<file path="src/rtl/mdio_pg_pkg.sv">
package mdio_pg_pkg;
    localparam int PHY_AW     = 5;
    localparam int REG_AW     = 5;
    localparam int PAGE_W     = 12;
    localparam int DATA_W     = 16;
    localparam int PARK_W     = 5;
    localparam int FRAME_LEN  = 64;
    localparam int TA_SLOT    = 46;
    localparam int DATA_SLOT  = 48;
    localparam logic [REG_AW-1:0] PAGE_REG = 5'd31;

    // command word field positions
    localparam int CMD_START  = 0;
    localparam int CMD_PARKEN = 1;
    localparam int CMD_WRITE  = 2;
    localparam int CMD_PG_LO  = 3;
    localparam int CMD_PK_LO  = 15;
    localparam int CMD_RG_LO  = 20;

    typedef enum logic [2:0] {
        SQ_IDLE, SQ_SCAN, SQ_PAGE, SQ_ACC, SQ_PARK
    } sq_state_e;
endpackage

</file>
<file path="src/rtl/pg_mdio_frame.sv">
module pg_mdio_frame
    import mdio_pg_pkg::*;
#(
    parameter int HALF = 2
) (
    input  logic              clk,
    input  logic              rst_n,
    input  logic              go,
    input  logic              rd,
    input  logic [PHY_AW-1:0] phy,
    input  logic [REG_AW-1:0] regn,
    input  logic [DATA_W-1:0] wdata,
    input  logic              mdio_i,
    output logic              idle,
    output logic              done,
    output logic [DATA_W-1:0] rdata,
    output logic              mdc,
    output logic              mdio_o,
    output logic              mdio_oe
);
    localparam int SLOT = 2 * HALF;
    localparam int CW   = (SLOT > 2) ? $clog2(SLOT) : 1;
    localparam int IW   = $clog2(FRAME_LEN);

    typedef struct packed {
        logic                 active;
        logic [IW-1:0]        idx;
        logic [CW-1:0]        cnt;
        logic [FRAME_LEN-1:0] frame;
        logic                 rd;
        logic [DATA_W-1:0]    sh;
        logic                 mdc;
        logic                 mo;
        logic                 oe;
        logic                 done;
    } fr_t;

    fr_t q, d;

    always_comb begin
        d      = q;
        d.done = 1'b0;
        if (!q.active) begin
            if (go) begin
                d.active = 1'b1;
                d.idx    = '0;
                d.cnt    = '0;
                d.frame  = {32'hFFFF_FFFF, 2'b01, (rd ? 2'b10 : 2'b01),
                            phy, regn, 2'b10, wdata};
                d.rd     = rd;
                d.mdc    = 1'b0;
                d.mo     = 1'b1;
                d.oe     = 1'b1;
            end
        end else begin
            d.cnt = q.cnt + 1'b1;
            if (q.cnt == CW'(HALF - 1)) begin
                d.mdc = 1'b1;
                if (q.rd && q.idx >= IW'(DATA_SLOT))
                    d.sh = {q.sh[DATA_W-2:0], mdio_i};
            end
            if (q.cnt == CW'(SLOT - 1)) begin
                d.cnt = '0;
                d.mdc = 1'b0;
                if (q.idx == IW'(FRAME_LEN - 1)) begin
                    d.active = 1'b0;
                    d.done   = 1'b1;
                    d.oe     = 1'b0;
                    d.mo     = 1'b0;
                end else begin
                    d.idx   = q.idx + 1'b1;
                    d.frame = q.frame << 1;
                    d.mo    = q.frame[FRAME_LEN-2];
                    d.oe    = !(q.rd && (q.idx + 1'b1) >= IW'(TA_SLOT));
                end
            end
        end
    end

    always_ff @(posedge clk) begin
        if (!rst_n) q <= '0;
        else        q <= d;
    end

    assign idle    = !q.active;
    assign done    = q.done;
    assign rdata   = q.sh;
    assign mdc     = q.mdc;
    assign mdio_o  = q.mo;
    assign mdio_oe = q.oe;

    // data line only moves while the clock is low
    a_r8_hold_while_high: assert property (@(posedge clk) disable iff (!rst_n)
        (q.mdc && $past(q.mdc)) |-> $stable(q.mo));
endmodule

</file>
<file path="src/rtl/pg_mdio_seq.sv">
module pg_mdio_seq
    import mdio_pg_pkg::*;
#(
    parameter int PORTS = 32
) (
    input  logic              clk,
    input  logic              rst_n,
    input  logic              start,
    input  logic              is_write,
    input  logic [PAGE_W-1:0] page,
    input  logic [REG_AW-1:0] regn,
    input  logic [PARK_W-1:0] park,
    input  logic              park_en,
    input  logic [15:0]       port,
    input  logic [PORTS-1:0]  mask,
    input  logic [DATA_W-1:0] wdata,
    input  logic              f_idle,
    input  logic              f_done,
    input  logic [DATA_W-1:0] f_rdata,
    output logic              f_go,
    output logic              f_rd,
    output logic [PHY_AW-1:0] f_phy,
    output logic [REG_AW-1:0] f_reg,
    output logic [DATA_W-1:0] f_wdata,
    output logic              done,
    output logic              res_we,
    output logic [DATA_W-1:0] res_data
);
    localparam int PW = $clog2(PORTS);

    typedef struct packed {
        sq_state_e         st;
        logic [PW:0]       cur;
        logic              launched;
        logic              done;
        logic              res_we;
        logic [DATA_W-1:0] res;
    } sq_t;

    sq_t q, d;

    always_comb begin
        d        = q;
        d.done   = 1'b0;
        d.res_we = 1'b0;
        f_go     = 1'b0;
        f_rd     = 1'b0;
        f_phy    = PHY_AW'(q.cur);
        f_reg    = PAGE_REG;
        f_wdata  = DATA_W'(page);
        unique case (q.st)
            SQ_IDLE: if (start) begin
                if (is_write) begin
                    d.cur = '0;
                    d.st  = SQ_SCAN;
                end else if (port >= 16'(PORTS)) begin
                    d.res_we = 1'b1;
                    d.res    = '1;
                    d.done   = 1'b1;
                end else begin
                    d.cur = (PW+1)'(port);
                    d.st  = SQ_PAGE;
                end
            end
            SQ_SCAN: begin
                if (q.cur == (PW+1)'(PORTS)) begin
                    d.done = 1'b1;
                    d.st   = SQ_IDLE;
                end else if (mask[q.cur[PW-1:0]]) begin
                    d.st = SQ_PAGE;
                end else begin
                    d.cur = q.cur + 1'b1;
                end
            end
            default: begin
                if (q.st == SQ_ACC) begin
                    f_rd    = !is_write;
                    f_reg   = regn;
                    f_wdata = wdata;
                end else if (q.st == SQ_PARK) begin
                    f_wdata = DATA_W'(park);
                end
                if (!q.launched) begin
                    f_go       = 1'b1;
                    d.launched = 1'b1;
                end else if (f_done) begin
                    d.launched = 1'b0;
                    if (q.st == SQ_PAGE) begin
                        d.st = SQ_ACC;
                    end else begin
                        if (q.st == SQ_ACC && !is_write) begin
                            d.res_we = 1'b1;
                            d.res    = f_rdata;
                        end
                        if (q.st == SQ_ACC && park_en) begin
                            d.st = SQ_PARK;
                        end else if (is_write) begin
                            d.cur = q.cur + 1'b1;
                            d.st  = SQ_SCAN;
                        end else begin
                            d.done = 1'b1;
                            d.st   = SQ_IDLE;
                        end
                    end
                end
            end
        endcase
    end

    always_ff @(posedge clk) begin
        if (!rst_n) q <= '{st: SQ_IDLE, default: '0};
        else        q <= d;
    end

    assign done     = q.done;
    assign res_we   = q.res_we;
    assign res_data = q.res;

    // a new command only arrives while the sequencer rests
    a_r2_start_idle: assert property (@(posedge clk) disable iff (!rst_n)
        start |-> (q.st == SQ_IDLE));
    // a frame is never launched over one in flight
    a_r6_go_idle: assert property (@(posedge clk) disable iff (!rst_n)
        f_go |-> f_idle);
endmodule

</file>
<file path="src/rtl/mdio_paged_ctrl.sv">
module mdio_paged_ctrl
    import mdio_pg_pkg::*;
#(
    parameter int HALF  = 2,
    parameter int PORTS = 32
) (
    input  logic        clk,
    input  logic        rst_n,
    input  logic        host_we,
    input  logic [1:0]  host_addr,
    input  logic [31:0] host_wdata,
    output logic [31:0] host_rdata,
    output logic        mdc,
    output logic        mdio_o,
    output logic        mdio_oe,
    input  logic        mdio_i
);
    typedef struct packed {
        logic [31:0] mask;
        logic [31:0] cmd;
        logic [31:0] dat;
        logic        start;
    } rf_t;

    rf_t q, d;

    logic              s_done, s_res_we, f_go, f_rd, f_idle, f_done;
    logic [DATA_W-1:0] s_res, f_wdata, f_rdata;
    logic [PHY_AW-1:0] f_phy;
    logic [REG_AW-1:0] f_reg;

    always_comb begin
        d       = q;
        d.start = 1'b0;
        if (host_we && !q.cmd[CMD_START]) begin
            unique case (host_addr)
                2'd0: d.mask = host_wdata;
                2'd1: begin
                    d.cmd   = host_wdata;
                    d.start = host_wdata[CMD_START];
                end
                2'd2: d.dat = host_wdata;
                default: ;
            endcase
        end
        if (s_done)   d.cmd[CMD_START] = 1'b0;
        if (s_res_we) d.dat[DATA_W-1:0] = s_res;
    end

    always_ff @(posedge clk) begin
        if (!rst_n) q <= '0;
        else        q <= d;
    end

    always_comb begin
        unique case (host_addr)
            2'd0:    host_rdata = q.mask;
            2'd1:    host_rdata = q.cmd;
            2'd2:    host_rdata = q.dat;
            default: host_rdata = '0;
        endcase
    end

    pg_mdio_seq #(.PORTS(PORTS)) u_seq (
        .clk      (clk),
        .rst_n    (rst_n),
        .start    (q.start),
        .is_write (q.cmd[CMD_WRITE]),
        .page     (q.cmd[CMD_PG_LO +: PAGE_W]),
        .regn     (q.cmd[CMD_RG_LO +: REG_AW]),
        .park     (q.cmd[CMD_PK_LO +: PARK_W]),
        .park_en  (q.cmd[CMD_PARKEN]),
        .port     (q.dat[31:16]),
        .mask     (q.mask[PORTS-1:0]),
        .wdata    (q.dat[31:16]),
        .f_idle   (f_idle),
        .f_done   (f_done),
        .f_rdata  (f_rdata),
        .f_go     (f_go),
        .f_rd     (f_rd),
        .f_phy    (f_phy),
        .f_reg    (f_reg),
        .f_wdata  (f_wdata),
        .done     (s_done),
        .res_we   (s_res_we),
        .res_data (s_res)
    );

    pg_mdio_frame #(.HALF(HALF)) u_frame (
        .clk     (clk),
        .rst_n   (rst_n),
        .go      (f_go),
        .rd      (f_rd),
        .phy     (f_phy),
        .regn    (f_reg),
        .wdata   (f_wdata),
        .mdio_i  (mdio_i),
        .idle    (f_idle),
        .done    (f_done),
        .rdata   (f_rdata),
        .mdc     (mdc),
        .mdio_o  (mdio_o),
        .mdio_oe (mdio_oe)
    );

    // busy holds until the sequencer reports completion
    a_r2_busy_hold: assert property (@(posedge clk) disable iff (!rst_n)
        (q.cmd[CMD_START] && !s_done) |=> q.cmd[CMD_START]);
    // host writes during a command leave mask and data untouched
    a_r2_locked: assert property (@(posedge clk) disable iff (!rst_n)
        (q.cmd[CMD_START] && !s_res_we) |=> ($stable(q.mask) && $stable(q.dat)));
endmodule

</file>
<file path="config.mk">
export PLATFORM = sky130hd
export DESIGN_NAME = mdio_paged_ctrl
export DESIGN_NICKNAME = d
export VERILOG_FILES = /design/src/rtl/mdio_pg_pkg.sv /design/src/rtl/pg_mdio_frame.sv /design/src/rtl/pg_mdio_seq.sv /design/src/rtl/mdio_paged_ctrl.sv
export SDC_FILE = /design/constraint.sdc
export NUM_CORES = 1
export LEC_CHECK = 0
export BUFFER_PORTS_ARGS = -buffer_cell sky130_fd_sc_hd__buf_2
export CORE_MARGIN = 3
export CORE_UTILIZATION = 61
export CTS_CLUSTER_SIZE = 25
export DETAILED_ROUTE_END_ITERATION = 6
export PLACE_DENSITY = 0.84
export SETUP_SLACK_MARGIN = 0.4
export SYNTH_ARGS = -nofsm -noshare
export SYNTH_HDL_FRONTEND = slang
export SYNTH_HIERARCHICAL = 1
export SYNTH_SLANG_ARGS = --single-unit
</file>
<file path="constraint.sdc">
create_clock -name clk -period 2.95 [get_ports clk]
set_input_delay 0.885 -clock clk [delete_from_list [all_inputs] [get_ports clk]]
set_output_delay 0.885 -clock clk [all_outputs]
set_load 0.005 [all_outputs]
</file>
==> impl_metrics.toml <==
[finish]
layout_overhead_on_the_synthesized_area_pct = 11.5
post_route_cells_drive_above_1_share_pct = 21.7
n_antenna_cell = 0
final_net_count = 1313
final_cells = 1504
final_core_util_pct = 70.6

[clocking]
cts_inserted_buffers = 22
max-clock-path-buffers = 3
cts_root_buf = "sky130_fd_sc_hd__clkbuf_16"
clkSlewWorstSetupHoldPaths_ns = 0.06
cts_htree_levels = 1
cts_num_sinks = 218
clk-insertion-delay-late_ns = 0.50
tritoncts_clock_tree = "built"
cts-hold-fix-buffers = 0

[setup_path]
timing.setup.critical_path_class = "input port to output port"
worst-endpoint-required_ns = 2.07
arrival_ns = 1.73
critical_path.endpoint_type = "output port"
worstPathMaxFanout = 7
critPathLaunchType = "input port"

[yosys]
synth.distinct_cells = 78
synth-edff-count = 0
most_instantiated_flip_flop_cell_in_the_synthesis_netlist = "sky130_fd_sc_hd__dfxtp_1"
synth.yosys.warnings = 6
synth_cells = 1279
synth_area_um2 = 10700
ys_seq_elements = 218
ys_async_sr_fraction_pct = 0
syn_nets = 1323
mean_post_synth_cell_area_um2 = 8.36
ys_seq_area_share_pct = 40.8

[detailed_routing]
routedWlPerCell_um = 18.9
ant_nets = 0
drt-total-wl_um = 28400
via_per_inst = 6.31
route.detailed.drc = 0
drtIter0Drc = 994
detail_route.first_pass.iterations = 6
vias = 9491

[power]
power.ir.vdd_worst_mv = 0.637
power_per_cell_area_nw_per_um2 = 576
static-leakage-power_nw = 4.36
power.total_mw = 6.86

[sta]
fmaxAchievable_ghz = 0.382
slew_headroom_pct = 53.2
post-route-min-period_ns = 2.62
max_slew.worst_pin.slew_ns = 0.701
finalHoldWorstSlack_ns = 0.401
slew_viol_final = 0
timing.setup.tns_ns = 0
finalHoldViolations = 0
period_share_pct = 88.7
grt_setup_unrepaired = "yes"
clock-skew-final_ns = 0.00824
setup_violations = 0

[die]
die_outline_width_um = 138
design.core.area_um2 = 16900
fp.dieArea_um2 = 19200
design.portCount = 73
die-height_um = 138
core.rowCount = 47
start_util_pct = 63.3

[placed_design]
place_hpwl_um = 17800
routabilityCongestion = 0.959
portBuffers = 72
placed_cells = 1455

[global_routing]
first_pass_grt_wire_length_um = 44300
grt_remaining_overflow = 0
grt_pass1_vias = 8718
pin_count_of_the_biggest_net_entering_global_routing = 85
grt_usage_pct = 27.3
grt_antenna_before_repair = 0

[worst_hold_path]
timing.hold.worst.class = "flop to flop"

[job]
maxCapViolCount = 0

[status]
status = "finished clean"
-- Yosys cell counts, drive strengths merged, types with 8 or more instances --
cell,n,area share (%)
a21boi,18,1.4
a21oi,69,3.4
a22o,10,0.82
a22oi,34,2.5
a31oi,52,3.0
and2,11,0.69
buf,90,6.5
clkbuf,59,2.3
dfxtp,218,41
inv,12,0.42
mux2i,46,4.3
nand2,290,10
nand3,107,5.4
nor2,20,0.77
nor3,8,0.42
o21ai,120,6.8
o221a,19,2.0
o22ai,8,0.47
or3,9,0.59
-- flip-flops by register name, indices dropped and copies added (netlist names) --
signal and cells:
q 97, u_frame/q 73, u_frame/rdata 16, u_seq/res_data 16, u_seq/f_phy 5, u_seq/q 5, u_frame/done 1, u_frame/mdc 1
u_frame/mdio_o 1, u_frame/mdio_oe 1, u_seq/done 1, u_seq/res_we 1
-- critical path: stages --
cell and delay (ns):
sky130_fd_sc_hd__buf_12 0.11, sky130_fd_sc_hd__nor2b_4 0.14, sky130_fd_sc_hd__buf_4 0.15, sky130_fd_sc_hd__buf_16 0.11
sky130_fd_sc_hd__nand2_1 0.09, sky130_fd_sc_hd__o21ai_2 0.10, sky130_fd_sc_hd__buf_2 0.14
-- logic make-up (layout without fill, tap and decap cells) --
| group | count (synthesis) | after routing | share of synthesized area, % |
|---|---|---|---|
| muxes | 50 | 50 | 5.18 |
| and+or+nand+nor | 478 | 478 | 20.5 |
| buffers and inverters | 162 | 167 | 9.32 |
| xor gates and xnor gates | 5 | 5 | 0.410 |
| AOI/OAI and AO/OA | 359 | 359 | 23.0 |
| DFF | 218 | 218 | 40.8 |
| adders and majority gates | 7 | 7 | 0.796 |
-- report_power, final --
part | total (mW) | switching, mW | internal [mW]
sequential | 3.20 | 0.121 | 3.08
clock | 2.93 | 1.14 | 1.80
combinational | 0.724 | 0.427 | 0.296
total | 6.86 | 1.68 | 5.18
-- per-stage QoR --
step / setup slack [ns] / cell area, um^2
final: 0.333 / 11900
after global routing: 0.299 / 11900
after CTS: 0.369 / 11700
after detailed placement: 0.282 / 10700
after global placement: 0.310 / 10700
after floorplan: 0.341 / 10700
-- per-layer routing --
| metal | up-vias | share of wire, % | track usage, % |
|---|---|---|---|
| met5 | - | 0 | 0 |
| met4 | 0 | 3.4 | 9.57 |
| met3 | 72 | 7.6 | 3.76 |
| met2 | 425 | 48 | 44.2 |
| met1 | 4511 | 41 | 37.7 |
| li1 | 4483 | - | - |
-- cells in the final DEF (no fill, tap or decap), types with 7 or more instances in the layout --
cell type	netlist	layout
sky130_fd_sc_hd__a21boi_0	12	12
sky130_fd_sc_hd__a21oi_1	65	65
sky130_fd_sc_hd__a22o_1	10	10
sky130_fd_sc_hd__a22oi_1	33	33
sky130_fd_sc_hd__a31oi_1	52	52
sky130_fd_sc_hd__and2_1	9	9
sky130_fd_sc_hd__buf_12	1	9
sky130_fd_sc_hd__buf_2	26	69
sky130_fd_sc_hd__buf_4	41	29
sky130_fd_sc_hd__clkbuf_16	0	25
sky130_fd_sc_hd__clkbuf_8	2	8
sky130_fd_sc_hd__dfxtp_1	218	218
sky130_fd_sc_hd__inv_1	10	10
sky130_fd_sc_hd__mux2i_1	46	43
sky130_fd_sc_hd__nand2_1	290	265
sky130_fd_sc_hd__nand2_2	0	18
sky130_fd_sc_hd__nand2_4	0	7
sky130_fd_sc_hd__nand3_1	98	98
sky130_fd_sc_hd__nand3_2	9	9
sky130_fd_sc_hd__nor2_1	19	19
sky130_fd_sc_hd__nor3_1	7	7
sky130_fd_sc_hd__o21ai_0	87	60
sky130_fd_sc_hd__o21ai_1	0	12
sky130_fd_sc_hd__o21ai_2	33	48
sky130_fd_sc_hd__o221a_1	13	13
sky130_fd_sc_hd__o22ai_1	8	8
sky130_fd_sc_hd__or3_1	7	7
-- worst paths after layout --
check / depth (start not counted) / start / endpoint / slack, ns
worst max-delay path: 7 / host_addr[0] / host_rdata[28] / 0.33
worst min-delay path: 1 / u_seq/done / q[33] / 0.40
worst max register to register: 7 / u_seq/f_phy[0] / u_seq/f_phy[3] / 0.46
worst min register to register: 1 / u_seq/done / q[33] / 0.40
-- layout make-up --
| type | count | area (um^2) |
|---|---|---|
| clock buffer | 34 | 697 |
| multi-input combinational | 899 | 5550 |
| inverter | 12 | 45.0 |
| fill | 1220 | 4950 |
| timing repair buffer | 116 | 916 |
| sequential | 218 | 4360 |
| clock inverter | 5 | 77.6 |
| tap | 220 | 275 |
-- timing repair --
| action | 4_1_cts | 5_1_grt |
|---|---|---|
| setup endpoints to repair | 31 | 32 |
| resized for setup | 40 | 58 |
| buffers inserted | 1 | 3 |
| endpoints found under the hold margin | 0 | 0 |
| gates cloned | 4 | 2 |
| pin swaps | 3 | 12 |
Power figures use the tool's default switching activity.
